`config.mk`:
```
export PLATFORM = sky130hd
export DESIGN_NAME = sticky_irq_hub
export DESIGN_NICKNAME = d
export VERILOG_FILES = /design/src/rtl/sticky_irq_pkg.sv /design/src/rtl/sticky_irq_regs.sv /design/src/rtl/sticky_irq_socket.sv /design/src/rtl/sticky_irq_decode.sv /design/src/rtl/sticky_irq_hub.sv
export SDC_FILE = /design/constraint.sdc
export NUM_CORES = 1
export LEC_CHECK = 0
export ABC_AREA = 0
export BUFFER_PORTS_ARGS = -buffer_cell sky130_fd_sc_hd__buf_4
export CORE_ASPECT_RATIO = 0.9
export CORE_MARGIN = 5
export CORE_UTILIZATION = 50
export DETAILED_ROUTE_END_ITERATION = 12
export GPL_ROUTABILITY_DRIVEN = 1
export GPL_TIMING_DRIVEN = 0
export PLACE_DENSITY = 0.79
export SLEW_MARGIN = 25
export SYNTH_ARGS = -nofsm -noshare
export SYNTH_HDL_FRONTEND = slang
export SYNTH_SLANG_ARGS = --single-unit
export TNS_END_PERCENT = 20
```
`constraint.sdc`:
```
create_clock -name clk -period 2.3 [get_ports clk]
set_input_delay 0.46 -clock clk [delete_from_list [all_inputs] [get_ports clk]]
set_output_delay 0.46 -clock clk [all_outputs]
set_load 0.02 [all_outputs]
```
`src/rtl/sticky_irq_pkg.sv`:
```
package sticky_irq_pkg;
    localparam int DW = 32;
    localparam int AW = 8;

    localparam logic [AW-1:0] OFS_EN    = 8'hC0;
    localparam logic [AW-1:0] OFS_LVL   = 8'hC8;
    localparam logic [AW-1:0] OFS_PEND  = 8'hD0;
    localparam logic [AW-1:0] OFS_SOCK0 = 8'hE0;
    localparam logic [AW-1:0] OFS_SOCK1 = 8'hE4;

    localparam logic [DW-1:0] SRC_MASK = 32'h000F_EEFF;

    localparam int SOCK_CTL_W   = 5;
    localparam int SOCK_CD_BIT  = 5;
    localparam int SOCK_RDY_BIT = 10;
    localparam int NUM_SOCK     = 2;
endpackage

```
`src/rtl/sticky_irq_regs.sv`:
```
module sticky_irq_regs
    import sticky_irq_pkg::*;
#(
    parameter int NUM_SRC = 16
) (
    input  logic          clk,
    input  logic          rst_n,
    input  logic          en_we,
    input  logic          pend_we,
    input  logic [DW-1:0] wdata,
    input  logic [NUM_SRC-1:0] src,
    output logic [DW-1:0] en_q,
    output logic [DW-1:0] pend_q,
    output logic [DW-1:0] lvl_q
);
    logic [DW-1:0] src_ext;
    logic [DW-1:0] pend_d;

    assign src_ext = DW'(src);

    // Bus write has priority over a same-cycle latch.
    always_comb begin
        if (pend_we) pend_d = wdata & SRC_MASK;
        else         pend_d = pend_q | (src_ext & en_q);
    end

    always_ff @(posedge clk) begin
        if (!rst_n) begin
            en_q   <= '0;
            pend_q <= '0;
            lvl_q  <= '0;
        end else begin
            if (en_we) en_q <= wdata & SRC_MASK;
            pend_q <= pend_d;
            lvl_q  <= src_ext;
        end
    end
endmodule

```
`src/rtl/sticky_irq_socket.sv`:
```
module sticky_irq_socket
    import sticky_irq_pkg::*;
(
    input  logic          clk,
    input  logic          rst_n,
    input  logic          we,
    input  logic [SOCK_CTL_W-1:0] ctl_in,
    input  logic          det_level,
    output logic [DW-1:0] word,
    output logic          cd_n
);
    logic [SOCK_CTL_W-1:0] ctl_q;

    always_ff @(posedge clk) begin
        if (!rst_n)  ctl_q <= '0;
        else if (we) ctl_q <= ctl_in;
    end

    assign cd_n = ~det_level;

    always_comb begin
        word = '0;
        word[SOCK_CTL_W-1:0] = ctl_q;
        word[SOCK_CD_BIT]    = cd_n;
        word[SOCK_RDY_BIT]   = 1'b1;
    end
endmodule

```
`src/rtl/sticky_irq_decode.sv`:
```
module sticky_irq_decode
    import sticky_irq_pkg::*;
(
    input  logic [AW-1:0] addr,
    input  logic          wr,
    input  logic [DW-1:0] en_q,
    input  logic [DW-1:0] lvl_q,
    input  logic [DW-1:0] pend_q,
    input  logic [DW-1:0] sock0,
    input  logic [DW-1:0] sock1,
    output logic          en_we,
    output logic          pend_we,
    output logic [NUM_SOCK-1:0] sock_we,
    output logic [DW-1:0] rdata
);
    assign en_we      = wr && (addr == OFS_EN);
    assign pend_we    = wr && (addr == OFS_PEND);
    assign sock_we[0] = wr && (addr == OFS_SOCK0);
    assign sock_we[1] = wr && (addr == OFS_SOCK1);

    always_comb begin
        unique case (addr)
            OFS_EN:    rdata = en_q;
            OFS_LVL:   rdata = lvl_q;
            OFS_PEND:  rdata = pend_q;
            OFS_SOCK0: rdata = sock0;
            OFS_SOCK1: rdata = sock1;
            default:   rdata = '0;
        endcase
    end
endmodule

```
`src/rtl/sticky_irq_hub.sv`:
```
module sticky_irq_hub
    import sticky_irq_pkg::*;
#(
    parameter int NUM_SRC = 16,
    parameter int CD0_SRC = 9,
    parameter int CD1_SRC = 13
) (
    input  logic          clk,
    input  logic          rst_n,
    input  logic [7:0]    bus_addr,
    input  logic          bus_wr,
    input  logic [31:0]   bus_wdata,
    output logic [31:0]   bus_rdata,
    input  logic [15:0]   irq_src,
    output logic          irq_host
);
    logic [DW-1:0] en_q, pend_q, lvl_q;
    logic          en_we, pend_we;
    logic [NUM_SOCK-1:0] sock_we;
    logic [NUM_SOCK-1:0] cd_n;
    logic [DW-1:0] sock_word [NUM_SOCK];

    sticky_irq_regs #(.NUM_SRC(NUM_SRC)) u_regs (
        .clk     (clk),
        .rst_n   (rst_n),
        .en_we   (en_we),
        .pend_we (pend_we),
        .wdata   (bus_wdata),
        .src     (irq_src),
        .en_q    (en_q),
        .pend_q  (pend_q),
        .lvl_q   (lvl_q)
    );

    for (genvar g = 0; g < NUM_SOCK; g++) begin : g_sock
        localparam int SRC_IDX = (g == 0) ? CD0_SRC : CD1_SRC;
        sticky_irq_socket u_sock (
            .clk       (clk),
            .rst_n     (rst_n),
            .we        (sock_we[g]),
            .ctl_in    (bus_wdata[SOCK_CTL_W-1:0]),
            .det_level (lvl_q[SRC_IDX]),
            .word      (sock_word[g]),
            .cd_n      (cd_n[g])
        );
    end

    sticky_irq_decode u_dec (
        .addr    (bus_addr),
        .wr      (bus_wr),
        .en_q    (en_q),
        .lvl_q   (lvl_q),
        .pend_q  (pend_q),
        .sock0   (sock_word[0]),
        .sock1   (sock_word[1]),
        .en_we   (en_we),
        .pend_we (pend_we),
        .sock_we (sock_we),
        .rdata   (bus_rdata)
    );

    assign irq_host = |(pend_q & en_q);
endmodule

```
# Word level (Yosys, flattened, before mapping)
# Cells that the tools add are included.
dict set report word_totals {
  register_bits 92
  inputBits 59
  out_inout_bits 33
}
dict set report classes {
  n_eq_ne 5
  n_mux 2
  bitwise 6
  reduce_logical 6
}
# cell count
set ops {}
lappend ops {{$pmux W32 S5} 1}
lappend ops {{$eq A8 B8 Y1 const B} 5}
lappend ops {{$and A32 B20 Y32} 1}
lappend ops {{$or A32 B20 Y32} 1}
lappend ops {{$reduce_or A32 Y1} 1}
lappend ops {{$and A16 B20 Y20} 1}
lappend ops {{$mux W20} 1}
lappend ops {{$logic_and A1 B1 Y1} 4}
lappend ops {{$not A1 Y1} 3}
lappend ops {{$reduce_or A2 Y1} 1}

# Logic depth before layout (Yosys ltp)
# Gate-level depths: netlist of the first run.
dict set report logic_depth {
  ltp_word 3
  depth_mapped 7
  mapped_depth_nobuf 4
}

# Hierarchy
# A second synthesis of the first run with hierarchy kept.
dict set report unflattened {
  cells_unflattened 494
  hier_area_um2 4441.8
}
# mod instances cells_per_inst area_each_um2 seq_area_each_um2
set modules_own_cells {}
lappend modules_own_cells {sticky_irq_regs 1 209 2210.9 1041.0}
lappend modules_own_cells {sticky_irq_decode 1 172 1260.0 0.0}
lappend modules_own_cells {sticky_irq_socket 2 46 406.6 100.1}
lappend modules_own_cells {sticky_irq_hub 1 21 157.7 0.0}

# Least setup slack after synthesis of the first run
# No wires, ideal clock.
dict set report synth_timing {
  path_type {input -> output}
  startpoint {in bus_addr[0]}
  endpoint {out bus_rdata[5]}
  arrival_ns 1.624
  required_time_ns 1.840
  setup_slack_ns 0.216
  path_stages 7
  n_path_buf 3
  cell_sequence {and4bb_1 -> buf_2 -> and4_1 -> buf_2 -> buf_6 -> a22oi_1 -> o21ai_1}
}
dict set report synth_between {
  elab_chain_len 2
  word_cells_on_any_way 6
}
# element line_no
set synth_rtl {}
lappend synth_rtl {{from (decl)} sticky_irq_hub.sv:10} ;# input logic [7:0] bus_addr,
lappend synth_rtl {{$eq A8 B8 Y1} sticky_irq_decode.sv:22} ;# unique case (addr)
lappend synth_rtl {{$pmux W32 S5 *} sticky_irq_decode.sv:22}
lappend synth_rtl {{to (decl)} sticky_irq_hub.sv:13} ;# output logic [31:0] bus_rdata,
# Mark *: on every way between the ends. The rest lies on a longest branch, timed or not.

# Worst setup path after layout of the first run
# Same ends and word-level chain as after synthesis.

==> results of run 1 <==
-- flip-flops by register name, summed over array words and instances, names as in the netlist --
signal               cells
u_regs.pend_q           18
u_regs.lvl_q            16
g_sock.u_sock.ctl_q     10
u_regs.en_q             18
-- final timing paths --
kind                             startpoint                         to  slack [ns]  depth (start not counted)
setup reg to reg            u_regs.en_q[10]          u_regs.pend_q[10]        1.51                          3
hold / removal                  irq_src[12]           u_regs.lvl_q[12]        0.33                          2
setup / recovery                bus_addr[0]               bus_rdata[5]        0.05                          9
hold reg to reg   g_sock[1].u_sock.ctl_q[4]  g_sock[1].u_sock.ctl_q[4]        0.47                          2
-- final cells by class --
class | count | area [µm²] | area share
tap | 67 | 83.8 | 0.0232
timing repair buffer | 64 | 480 | 0.133
clock inverter | 5 | 50.0 | 0.0138
multi-input combinational | 238 | 1390 | 0.385
buffer | 35 | 231 | 0.0640
sequential | 62 | 1240 | 0.343
inverter | 2 | 7.51 | 0.00207
clock buffer | 11 | 131 | 0.0363
-- metrics by stage --
| step | setup TNS, ns | setup slack [ns] | std cells |
|---|---|---|---|
| after floorplan | 0 | 0.216 | 337 |
| after global placement | -0.160 | -0.130 | 466 |
| after detailed placement | -0.333 | -0.148 | 466 |
| after CTS | 0 | 0.0170 | 484 |
| after global routing | 0 | 0.00562 | 484 |
| final | 0 | 0.0459 | 484 |
-- power breakdown --
| part | total (µW) | switching (µW) | internal [µW] |
|---|---|---|---|
| clock network | 909 | 416 | 494 |
| registers | 1100 | 5.58 | 1090 |
| logic | 186 | 101 | 85.1 |
| total | 2190 | 522 | 1670 |
-- cells in the mapped netlist, drive strengths merged (4+ instances only) --
master / instances / area share
mux2i: 10 / 0.036
buf: 25 / 0.058
o21ai: 47 / 0.084
and2: 18 / 0.040
nor2: 8 / 0.011
a22oi: 16 / 0.043
a21oi: 6 / 0.011
nand2: 39 / 0.055
a22o: 7 / 0.022
dfxtp: 62 / 0.45
nand4: 4 / 0.013
clkbuf: 10 / 0.013
a21o: 14 / 0.038
nand3: 41 / 0.074
-- metal layers --
| metal | vias to the layer above | track usage | wire [µm] |
|---|---|---|---|
| met5 | - | 0 | 0 |
| met4 | 0 | 0.0997 | 195 |
| met3 | 20 | 0.0538 | 738 |
| met2 | 143 | 0.359 | 3800 |
| met1 | 1349 | 0.349 | 3550 |
| li1 | 1318 | - | - |
-- timing repair --
item | 4_1_cts | 5_1_grt
endpoints found under the setup margin | 17 | 11
pin swaps | 1 | 1
setup buffers | 2 | 0
resized for setup | 8 | 6
-- cells by family after synthesis --
| family | count (synthesis) | synth area share |
|---|---|---|
| flops | 62 | 0.445 |
| compound gates | 96 | 0.216 |
| mux | 10 | 0.0359 |
| other cells | 1 | 0.00135 |
| buf+inv | 37 | 0.0741 |
| simple gates | 120 | 0.227 |
-- worst max-delay path, cell delays in order --
cell and delay, ns:
sky130_fd_sc_hd__buf_4 0.11, sky130_fd_sc_hd__and4bb_1 0.27, sky130_fd_sc_hd__buf_6 0.13, sky130_fd_sc_hd__and4_1 0.19, sky130_fd_sc_hd__buf_6 0.15, sky130_fd_sc_hd__buf_12 0.14, sky130_fd_sc_hd__a22oi_2 0.07, sky130_fd_sc_hd__o21ai_1 0.10
sky130_fd_sc_hd__buf_4 0.17
==> Implementation_results.wiki, run 1 <==
{| class="wikitable"
! Metric !! Value
|-
| Wirelength, routed || 8290 µm
|-
| Clk sink count || 62
|-
| Critical path startpoint category || primary input
|-
| Number of DRC violations after detailed-routing iteration 0 || ~260
|-
| Wire length per cell after detailed routing || between 15 and 20 µm
|-
| Post-CTS clock slew at the launch and capture registers of the worst setup and hold paths || roughly 0.070 ns
|-
| Global-route wire length before repair || 13,300 µm
|-
| Period minus WS final || roughly 2.3 ns
|-
| Max-Slew Margin vs Limit || 0.599
|-
| RSZ-0062 raised after global routing || no
|-
| # H-tree levels || 3
|-
| Post-synth EDFFs || 0
|-
| Leakage power total || between 0.0015 and 0.002 µW
|-
| Final HPWL from detailed placement || just under 6000 µm
|-
| Sequential area share after synthesis || 0.445
|-
| Post-layout total power || between 2000 and 2500 µW
|-
| Latest clock arrival within the worst-skew pair || about 0.33 ns
|-
| Async S/R FF share, synth || 0
|-
| Fraction of final layout cells with drive strength greater than 1 || 0.259
|-
| Max IR drop VDD || between 400 and 500 µV
|-
| Most frequent standard cell in the layout excluding fill and tap cells || sky130_fd_sc_hd__buf_4
|-
| Via count of the first global-routing pass || 2,652
|-
| Total routing usage reported by global routing || 0.246
|-
| Data required time at the worst endpoint || ~1.8 ns
|-
| Syn-to-layout area delta || 29.9%
|-
| Highest-count cells in the layout ignoring fill and taps || 78 x sky130_fd_sc_hd__buf_4, 62 x sky130_fd_sc_hd__dfxtp_1, 42 x sky130_fd_sc_hd__o21ai_1
|-
| Arrival time of data at the critical path endpoint || between 1.5 and 2 ns
|-
| Hold slack || around 0.33 ns
|-
| Critical path peak fanout || 10
|-
| CTS tree || built
|-
| Utilization after layout || 0.680
|-
| Critical path class || primary input to output port
|-
| Netlist cell types || 34
|-
| Outcome || complete, no violations
|-
| Post-route clock period utilization || 0.980
|-
| Clock buffers created by TritonCTS || 9
|-
| Post-layout instance area || between 0.003 and 0.004 mm²
|-
| Die outline height || slightly above 80 µm
|-
| Total overflow reported by the global router || 0
|-
| Synthesis warning total || 0
|-
| Fill cell total of the finished layout || 461
|-
| Flip-flop and latch count after synthesis || 62
|-
| I/O Buffers || 62
|-
| I/O pin cnt || around 90
|-
| Largest net degree at the start of global routing || 11
|-
| ANT nets after route || 0
|-
| Most used flip-flop cell after synthesis || sky130_fd_sc_hd__dfxtp_1
|-
| Final setup violating endpoints || 0
|-
| Diode insertion count for antenna repair || 0
|-
| Dpl cell area || between 0.003 and 0.004 mm²
|-
| Netlist area before placement || roughly 0.0028 mm²
|-
| Setup skew after layout || 0.00172 ns
|-
| Number of max-slew violations in the final report || 0
|-
| Path class of the lowest-slack min-delay path || primary input to flip-flop
|-
| Vias per Instance || roughly 5.8
|-
| Placer Congestion || ~0.85
|-
| Number of cell rows || 25
|-
| Core outline area || about 0.0053 mm²
|-
| Actual slew at the worst max-slew pin || around 0.60 ns
|-
| Gate Count Post-Synth || 326
|-
| Die extent in x || 88.7 µm
|-
| Die area || 0.00717 mm²
|-
| Post-CTS Hold Buffers || 0
|-
| Clock Tree Root || sky130_fd_sc_hd__clkbuf_8
|-
| Max-cap violations || 0
|-
| Initial antenna violation count || 0
|-
| Number of endpoints with negative hold slack in the final report || 0
|-
| Critical Path Sink Type || output port
|-
| Final layout net count || around 470
|-
| Starting Density || 0.524
|-
| Maximum clock frequency || about 440 MHz
|-
| Total via count in the routed design || ~2,800
|-
| Power Dens Cells || 605 mW/mm²
|-
| CTS max path bufs || 2
|-
| Pre-antenna DRT Iters || 6
|-
| Drt drc || 0
|-
| Average instance area after synthesis || roughly 8.5 µm²
|}
(Power assumes the default switching activity.)
==> run 2: changes to the inputs <==
Settings changed: ABC_AREA 0 to 1, CORE_UTILIZATION 50 to 52, PLACE_DENSITY 0.79 to 0.8.
==> run 2 against run 1 <==
Against the previous run: register-to-register slack about the same; sequential share of layout area down 4.3 points; sequential power is essentially flat; critical path type unchanged; critical endpoint unchanged; count of clock-buffer cells in the layout up 2; utilization is 0.65 points lower; maximum frequency grew 2.2%; power up 0.60%; non-clock buffer count is 2 lower.
==> Implementation_results.wiki, run 2 <==
{| class="wikitable"
! Metric !! Value
|-
| Maximum clock frequency || 453 MHz (+2.2%)
|-
| Wirelength, routed || 9370 µm (+13%)
|-
| Initial antenna violation count || 0 (unchanged)
|-
| CTS tree || built
|-
| Critical path startpoint category || primary input
|-
| Start point of the critical path || bus_addr[4]
|-
| Latest clock arrival within the worst-skew pair || 0.33 ns (about the same)
|-
| Average instance area after synthesis || 6.23 µm² (-27%)
|-
| Vias per Instance || 4.97 (-15%)
|-
| Diode insertion count for antenna repair || 0 (unchanged)
|-
| Final setup violating endpoints || 0 (unchanged)
|-
| Max-Slew Margin vs Limit || 0.573 (-0.0259)
|-
| Pre-antenna DRT Iters || 5 (-1)
|-
| Largest regs || u_regs.en_q: 18 flops, u_regs.pend_q: 18 flops, u_regs.lvl_q: 16 flops
|-
| Die extent in x || 94.1 µm (+6.1%)
|-
| Most frequent standard cell in the layout excluding fill and tap cells || sky130_fd_sc_hd__nand2_1
|-
| Number of DRC violations after detailed-routing iteration 0 || 333 (+29%)
|-
| Register-to-register setup slack || 1.51 ns (about the same)
|-
| Clk sink count || 62 (unchanged)
|-
| Clock Tree Root || sky130_fd_sc_hd__clkbuf_8
|-
| Arrival time of data at the critical path endpoint || 1.75 ns (-0.04 ns)
|-
| ANT nets after route || 0 (unchanged)
|-
| Async S/R FF share, synth || 0 (unchanged)
|-
| Period minus WS final || 2.21 ns (-0.0475 ns)
|-
| Synthesis warning total || 0 (unchanged)
|-
| Die outline height || 85.7 µm (+6.1%)
|-
| Cell taking the most area after synthesis || sky130_fd_sc_hd__dfxtp_1
|-
| Syn-to-layout area delta || 25.1%
|-
| Multi-input gate area || 0.00163 mm² (+17%)
|-
| Seq. cell area || 0.00124 mm² (unchanged)
|-
| Highest-count cells in the layout ignoring fill and taps || 156 x sky130_fd_sc_hd__nand2_1, 94 x sky130_fd_sc_hd__nor2_1, 78 x sky130_fd_sc_hd__buf_4
|-
| Critical path peak fanout || 10 (unchanged)
|-
| Total routing usage reported by global routing || 0.243 (-0.00234)
|-
| Wire length per cell after detailed routing || 13.2 µm (-23%)
|-
| Fill cell total of the finished layout || 588 (+28%)
|-
| Number of endpoints with negative hold slack in the final report || 0 (unchanged)
|-
| Most instantiated cells after synthesis || 157 x sky130_fd_sc_hd__nand2_1, 95 x sky130_fd_sc_hd__nor2_1, 77 x sky130_fd_sc_hd__inv_1
|-
| Global-route wire length before repair || 15,500 µm (+17%)
|-
| Worst setup path end || bus_rdata[5]
|-
| Number of cell rows || 27 (+8.0%)
|-
| Sequential area share after synthesis || 0.375 (-0.0707)
|-
| Data required time at the worst endpoint || 1.84 ns (about the same)
|-
| Number of max-slew violations in the final report || 0 (unchanged)
|-
| Outcome || complete, no violations
|-
| Final layout net count || 677 (+44%)
|-
| Most common cell in the synthesized netlist || sky130_fd_sc_hd__nand2_1
|-
| Actual slew at the worst max-slew pin || 0.640 ns (+0.0388 ns)
|-
| Post-CTS clock slew at the launch and capture registers of the worst setup and hold paths || 0.07 ns (about the same)
|-
| Power Dens Cells || 532 mW/mm² (-12%)
|-
| Netlist cell types || 24 (-29%)
|-
| Final HPWL from detailed placement || 6710 µm (+13%)
|-
| RSZ-0062 raised after global routing || no
|-
| Fraction of final layout cells with drive strength greater than 1 || 0.205 (-0.0535)
|-
| Setup skew after layout || 0.00395 ns (+0.00223 ns)
|-
| Most used flip-flop cell after synthesis || sky130_fd_sc_hd__dfxtp_1
|-
| Placer Congestion || 0.891 (+4.8%)
|-
| Number of cells on the worst hold path || 3 (+1)
|-
| Post-synth EDFFs || 0 (unchanged)
|-
| Depth of the worst register-to-register path || 4 (+1)
|-
| I/O Buffers || 64 (+3.2%)
|-
| Via count of the first global-routing pass || 3,295 (+24%)
|-
| Max-cap violations || 0 (unchanged)
|-
| Die area || 0.00807 mm² (+13%)
|-
| Netlist area before placement || 0.00331 mm² (+19%)
|-
| Core outline area || 0.00615 mm² (+16%)
|-
| Utilization after layout || 0.674 (-0.00648)
|-
| Flip-flop and latch count after synthesis || 62 (unchanged)
|-
| Share of the synthesized area in the top cell type || 0.375 (-0.0707)
|-
| I/O pin cnt || 92 (unchanged)
|-
| # H-tree levels || 3 (unchanged)
|-
| Drt drc || 0 (unchanged)
|-
| Path class of the lowest-slack min-delay path || primary input to flip-flop
|-
| Total overflow reported by the global router || 0 (unchanged)
|-
| Critical path class || primary input to output port
|-
| Largest net degree at the start of global routing || 11 (unchanged)
|-
| CTS max path bufs || 2 (unchanged)
|-
| Max IR drop VDD || 482 µV (+18%)
|-
| Reg2reg end || u_regs.pend_q[15]
|-
| Post-CTS Hold Buffers || 0 (unchanged)
|-
| Post-route clock period utilization || 0.959 (-0.0207)
|-
| Total via count in the routed design || 3,529 (+25%)
|-
| Gate Count Post-Synth || 532 (+63%)
|-
| Critical Path Sink Type || output port
|-
| Leakage power total || 0.00227 µW (+35%)
|-
| Startpoint of the lowest-slack register-to-register path || u_regs.en_q[15]
|-
| Clock buffers created by TritonCTS || 9 (unchanged)
|-
| Setup Total Neg Slack || 0 ns (unchanged)
|-
| Starting Density || 0.539 (+0.0147)
|-
| Area contributors post-synth || sky130_fd_sc_hd__dfxtp_1 37%, sky130_fd_sc_hd__nand2_1 18%, sky130_fd_sc_hd__nor2_1 11%, sky130_fd_sc_hd__inv_1 8.7%, sky130_fd_sc_hd__nand3_1 7.7%
|}
run 2: changes by cell type in the layout (fill, tap and decap cells not counted), sizes merged, moves of 16 or more:
cell and delta:
nand2 +121, nor2 +103, inv +75, o21ai -43, and2 -18, a22oi -16
run 2: through the flow:
stage / power (µW) / setup WS (ns) / instance area, µm² / cells / hold WS [ns]
finish: 2200 / 0.0934 / 4140 / 710 / 0.305
global route: 2280 / 0.00590 / 4140 / 710 / 0.300
CTS: 2210 / 0.0341 / 4140 / 710 / 0.297
detailed placement: 1330 / -0.267 / 3940 / 694 / 0.461
global placement: 1330 / -0.212 / 3940 / 694 / 0.452
floorplan: 1230 / 0.396 / 3350 / 543 / 0.440
run 2: worst max-delay path: stages:
cell,delay [ns]
sky130_fd_sc_hd__buf_4,0.12
sky130_fd_sc_hd__inv_1,0.06
sky130_fd_sc_hd__nand2_1,0.08
sky130_fd_sc_hd__nor2_4,0.26
sky130_fd_sc_hd__nand2_1,0.28
sky130_fd_sc_hd__o21ai_0,0.22
sky130_fd_sc_hd__inv_1,0.06
sky130_fd_sc_hd__nand2_1,0.07
sky130_fd_sc_hd__buf_4,0.14
run 2: logic make-up after synthesis:
group,after synthesis,synth area share
AOI/OAI and AO/OA,21,0.0332
buffers and inverters,111,0.150
DFF,62,0.375
other,1,0.00113
and+or+nand+nor,337,0.441
run 2: layer usage:
| layer | GRT usage | part of all wire | vias to the layer above |
|---|---|---|---|
| met4 | 0.106 | 0.026 | 0 |
| met1 | 0.318 | 0.43 | 1604 |
| met5 | 0 | 0 | - |
| met2 | 0.389 | 0.46 | 140 |
| li1 | - | - | 1760 |
| met3 | 0.0482 | 0.077 | 25 |
run 2: power by group:
group          switching [µW]  internal (µW)
Combinational             128           87.9
Clock                     415            476
Sequential               5.79           1090
Total                     549           1650
run 2: repair_timing:
action,in CTS,in global routing
setup buffers,0,0
gates cloned,0,0
setup endpoints to repair,7,9
gates resized for setup,2,4
run 2: final cells by class:
type	instances	area share
flip-flops and latches	62	0.300
multi-input cells	370	0.393
clock inverters	3	0.00423
inverters	78	0.0716
well taps	87	0.0263
plain buffers	33	0.0492
clock buffers	13	0.0408
repair buffers	64	0.116
run 2: how the worst min path moves through the flow:
stage,from,to,slack (ns)
2_1_floorplan,u_regs.en_q[19],u_regs.en_q[19],0.44
3_3_place_gp,u_regs.en_q[19],u_regs.en_q[19],0.45
3_5_place_dp,u_regs.en_q[19],u_regs.en_q[19],0.46
4_1_cts,irq_src[12],u_regs.lvl_q[12],0.30
5_1_grt,irq_src[7],u_regs.lvl_q[7],0.30
6_report,irq_src[12],u_regs.lvl_q[12],0.31
==> run 3: changes to the inputs <==
Settings changed: CORE_UTILIZATION 52 to 47, PLACE_DENSITY 0.8 to 0.76.
Clock period 2.3 ns to 1.95 ns, I/O delays scaled along.
==> run 3 against run 2 <==
Against the previous run: critical path depth up 1; power increased by 33%; register-to-register slack got worse by 0.31 ns; sequential share of layout area shrank 1.6 points; final area is 5.5% higher; count of clock-buffer cells in the layout decreased by 3; cell count up 2.7%; non-clock buffer count increased by 13; global-route usage down 2.8 points; combinational power increased by 26%; critical path type unchanged; critical endpoint is now bus_rdata[9]; largest cell class unchanged; highest routed layer unchanged.
==> Implementation_results.wiki, run 3 (synthesized netlist as in run 2, its figures left out) <==
{| class="wikitable"
! Metric !! Value
|-
| Largest net degree at the start of global routing || 12 (+1)
|-
| Wire length per cell after detailed routing || 12.9 µm (-2.0%)
|-
| Die outline height || 89.6 µm (+4.6%)
|-
| Clock Tree Root || sky130_fd_sc_hd__clkbuf_8
|-
| Post-layout instance area || 0.00437 mm² (+5.5%)
|-
| Dpl cell area || 0.00395 mm² (+0.19%)
|-
| Power Dens Cells || 669 mW/mm² (+26%)
|-
| Core outline area || 0.00697 mm² (+13%)
|-
| Setup skew after layout || 0.00741 ns (+0.00346 ns)
|-
| Power dissipated by switching net loads || 675 µW (+23%)
|-
| Fraction of final layout cells with drive strength greater than 1 || 0.228 (+0.0225)
|-
| Maximum clock frequency || ~540 MHz
|-
| # H-tree levels || 3 (unchanged)
|-
| Total overflow reported by the global router || 0 (unchanged)
|-
| Number of cell rows || 29 (+7.4%)
|-
| I/O Buffers || 64 (unchanged)
|-
| Switching power as a share of total power || 0.231 (-0.0185)
|-
| Arrival time of data at the critical path endpoint || 1.48 ns (-0.27 ns)
|-
| Total routing usage reported by global routing || 0.215 (-0.0282)
|-
| Final HPWL from detailed placement || 6590 µm (-1.7%)
|-
| Via count of the first global-routing pass || 3,288 (-0.21%)
|-
| Final setup violating endpoints || 0 (unchanged)
|-
| Outcome || complete, no violations
|-
| Starting Density || 0.475 (-0.0633)
|-
| Leakage power total || 0.00238 µW (+4.9%)
|-
| Die extent in x || 98.5 µm (+4.6%)
|-
| Critical path startpoint category || primary input
|-
| Critical path class || primary input to output port
|-
| Period minus WS final || approximately 1.9 ns
|-
| Post-route clock period utilization || 0.959
|-
| Die area || 0.00883 mm² (+9.4%)
|-
| Actual slew at the worst max-slew pin || 0.649 ns (+0.00897 ns)
|-
| Highest-count cells in the layout ignoring fill and taps || 154 x sky130_fd_sc_hd__nand2_1, 93 x sky130_fd_sc_hd__nor2_1, 92 x sky130_fd_sc_hd__buf_4
|-
| Pre-antenna DRT Iters || 5 (unchanged)
|-
| Diode insertion count for antenna repair || 0 (unchanged)
|-
| Clock buffers created by TritonCTS || 9 (unchanged)
|-
| Initial antenna violation count || 0 (unchanged)
|-
| Largest regs || u_regs.en_q: 18 flops, u_regs.pend_q: 18 flops, u_regs.lvl_q: 16 flops
|-
| Depth of the worst register-to-register path || 4 (unchanged)
|-
| Seq. cell area || 0.00124 mm² (unchanged)
|-
| Max IR drop VDD || 387 µV (-20%)
|-
| Data required time at the worst endpoint || 1.56 ns (-0.28 ns)
|-
| Number of endpoints with negative hold slack in the final report || 0 (unchanged)
|-
| Vias per Instance || 4.81 (-3.3%)
|-
| Flop pwr share || 0.442 (-0.055)
|-
| I/O pin cnt || 92 (unchanged)
|-
| Launch point of the worst hold path || irq_src[12]
|-
| Number of DRC violations after detailed-routing iteration 0 || 234 (-30%)
|-
| Final layout net count || 690 (+1.9%)
|-
| Fill cell total of the finished layout || 671 (+14%)
|-
| Latest clock arrival within the worst-skew pair || 0.34 ns (about the same)
|-
| Number of cells on the worst hold path || 3 (unchanged)
|-
| Multi-input gate area || 0.00164 mm² (+1.1%)
|-
| CTS max path bufs || 2 (unchanged)
|-
| CTS tree || built
|-
| Path class of the lowest-slack min-delay path || primary input to flip-flop
|-
| RSZ-0062 raised after global routing || yes
|-
| Syn-to-layout area delta || 32.0%
|-
| Register-to-register setup slack || 1.20 ns (-0.31 ns)
|-
| Drt drc || 0 (unchanged)
|-
| Total via count in the routed design || 3,504 (-0.71%)
|-
| Internal cell power || 2250 µW (+36%)
|-
| Start point of the critical path || bus_addr[5]
|-
| Max-cap violations || 0 (unchanged)
|-
| Post-CTS clock slew at the launch and capture registers of the worst setup and hold paths || 0.07 ns (about the same)
|-
| Wirelength, routed || 9430 µm (+0.66%)
|-
| Clk sink count || 62 (unchanged)
|-
| Critical path peak fanout || 7 (-3)
|-
| Setup Total Neg Slack || 0 ns (unchanged)
|-
| Max-Slew Margin vs Limit || 0.568 (-0.00598)
|-
| Number of max-slew violations in the final report || 0 (unchanged)
|-
| Share of power burned in the clock network || 0.465 (+0.061)
|-
| Most frequent standard cell in the layout excluding fill and tap cells || sky130_fd_sc_hd__nand2_1
|-
| ANT nets after route || 0 (unchanged)
|-
| Global-route wire length before repair || 15,000 µm (-3.4%)
|-
| Startpoint of the lowest-slack register-to-register path || u_regs.en_q[2]
|-
| Placer Congestion || 0.912 (+2.3%)
|-
| Relative contribution of combinational cells to total power || 0.093 (-0.005)
|-
| Critical Path Sink Type || output port
|}
run 3: cell types whose count changed in the layout (fill, tap and decap cells not counted), sizes merged:
| cell | change |
|---|---|
| clkbuf | -3 |
| buf | +13 |
| bufinv | +3 |
| clkinvlp | +1 |
| clkinv | -1 |
run 3: power groups by stage:
stage | registers (µW) | clock network, µW | logic [µW]
6_report | 1290 | 1360 | 273
5_1_grt | 1290 | 1440 | 297
4_1_cts | 1290 | 1380 | 254
3_5_place_dp | 1320 | 0 | 248
3_3_place_gp | 1320 | 0 | 244
2_1_floorplan | 1320 | 0 | 135
run 3: timing repair:
action / CTS / global route
setup endpoints to repair: 18 / 17
hold buffers: 0 / 0
gates cloned: 0 / 1
pin swaps: 2 / 3
gates resized for setup: 11 / 14
buffers inserted: 3 / 9
run 3: worst max-delay path, stage by stage:
cell,delay [ns]
sky130_fd_sc_hd__buf_4,0.12
sky130_fd_sc_hd__inv_1,0.08
sky130_fd_sc_hd__nand2_2,0.07
sky130_fd_sc_hd__nor2_4,0.20
sky130_fd_sc_hd__buf_6,0.13
sky130_fd_sc_hd__nand2_4,0.09
sky130_fd_sc_hd__inv_6,0.10
sky130_fd_sc_hd__nand2_1,0.05
sky130_fd_sc_hd__o211ai_1,0.08
sky130_fd_sc_hd__buf_4,0.17
run 3: worst paths after layout:
path                       to
max              bus_rdata[9]
min reg2reg   u_regs.en_q[19]
max reg2reg  u_regs.pend_q[2]
min          u_regs.lvl_q[12]
run 3: area by class of cell:
| cell class | count | area share |
|---|---|---|
| Buffer | 33 | 0.0535 |
| Clock buffer | 10 | 0.0292 |
| Clock inverter | 6 | 0.0252 |
| Inverter | 78 | 0.0684 |
| Multi-Input combinational cell | 370 | 0.376 |
| Sequential cell | 62 | 0.284 |
| Tap cell | 93 | 0.0266 |
| Timing Repair Buffer | 77 | 0.137 |
run 3: metal layers:
layer,share of wire,up-vias,track usage,routed length [µm]
met4,0.024,0,0.0980,225
met3,0.069,20,0.0486,648
met5,0,-,0,0
met1,0.43,1581,0.275,4080
li1,-,1791,-,-
met2,0.47,112,0.351,4470
run 3: per-stage QoR:
stage               utilization  total power, µW  hold slack (ns)  setup slack, ns  cells
floorplan                     -             1450            0.440            0.186    543
detailed placement        0.567             1570            0.465           -0.428    700
CTS                       0.608             2920            0.218          -0.0105    719
finish                    0.628             2930            0.226           0.0809    729
global route              0.628             3030            0.229          -0.0401    729
global placement          0.567             1570            0.454           -0.434    700
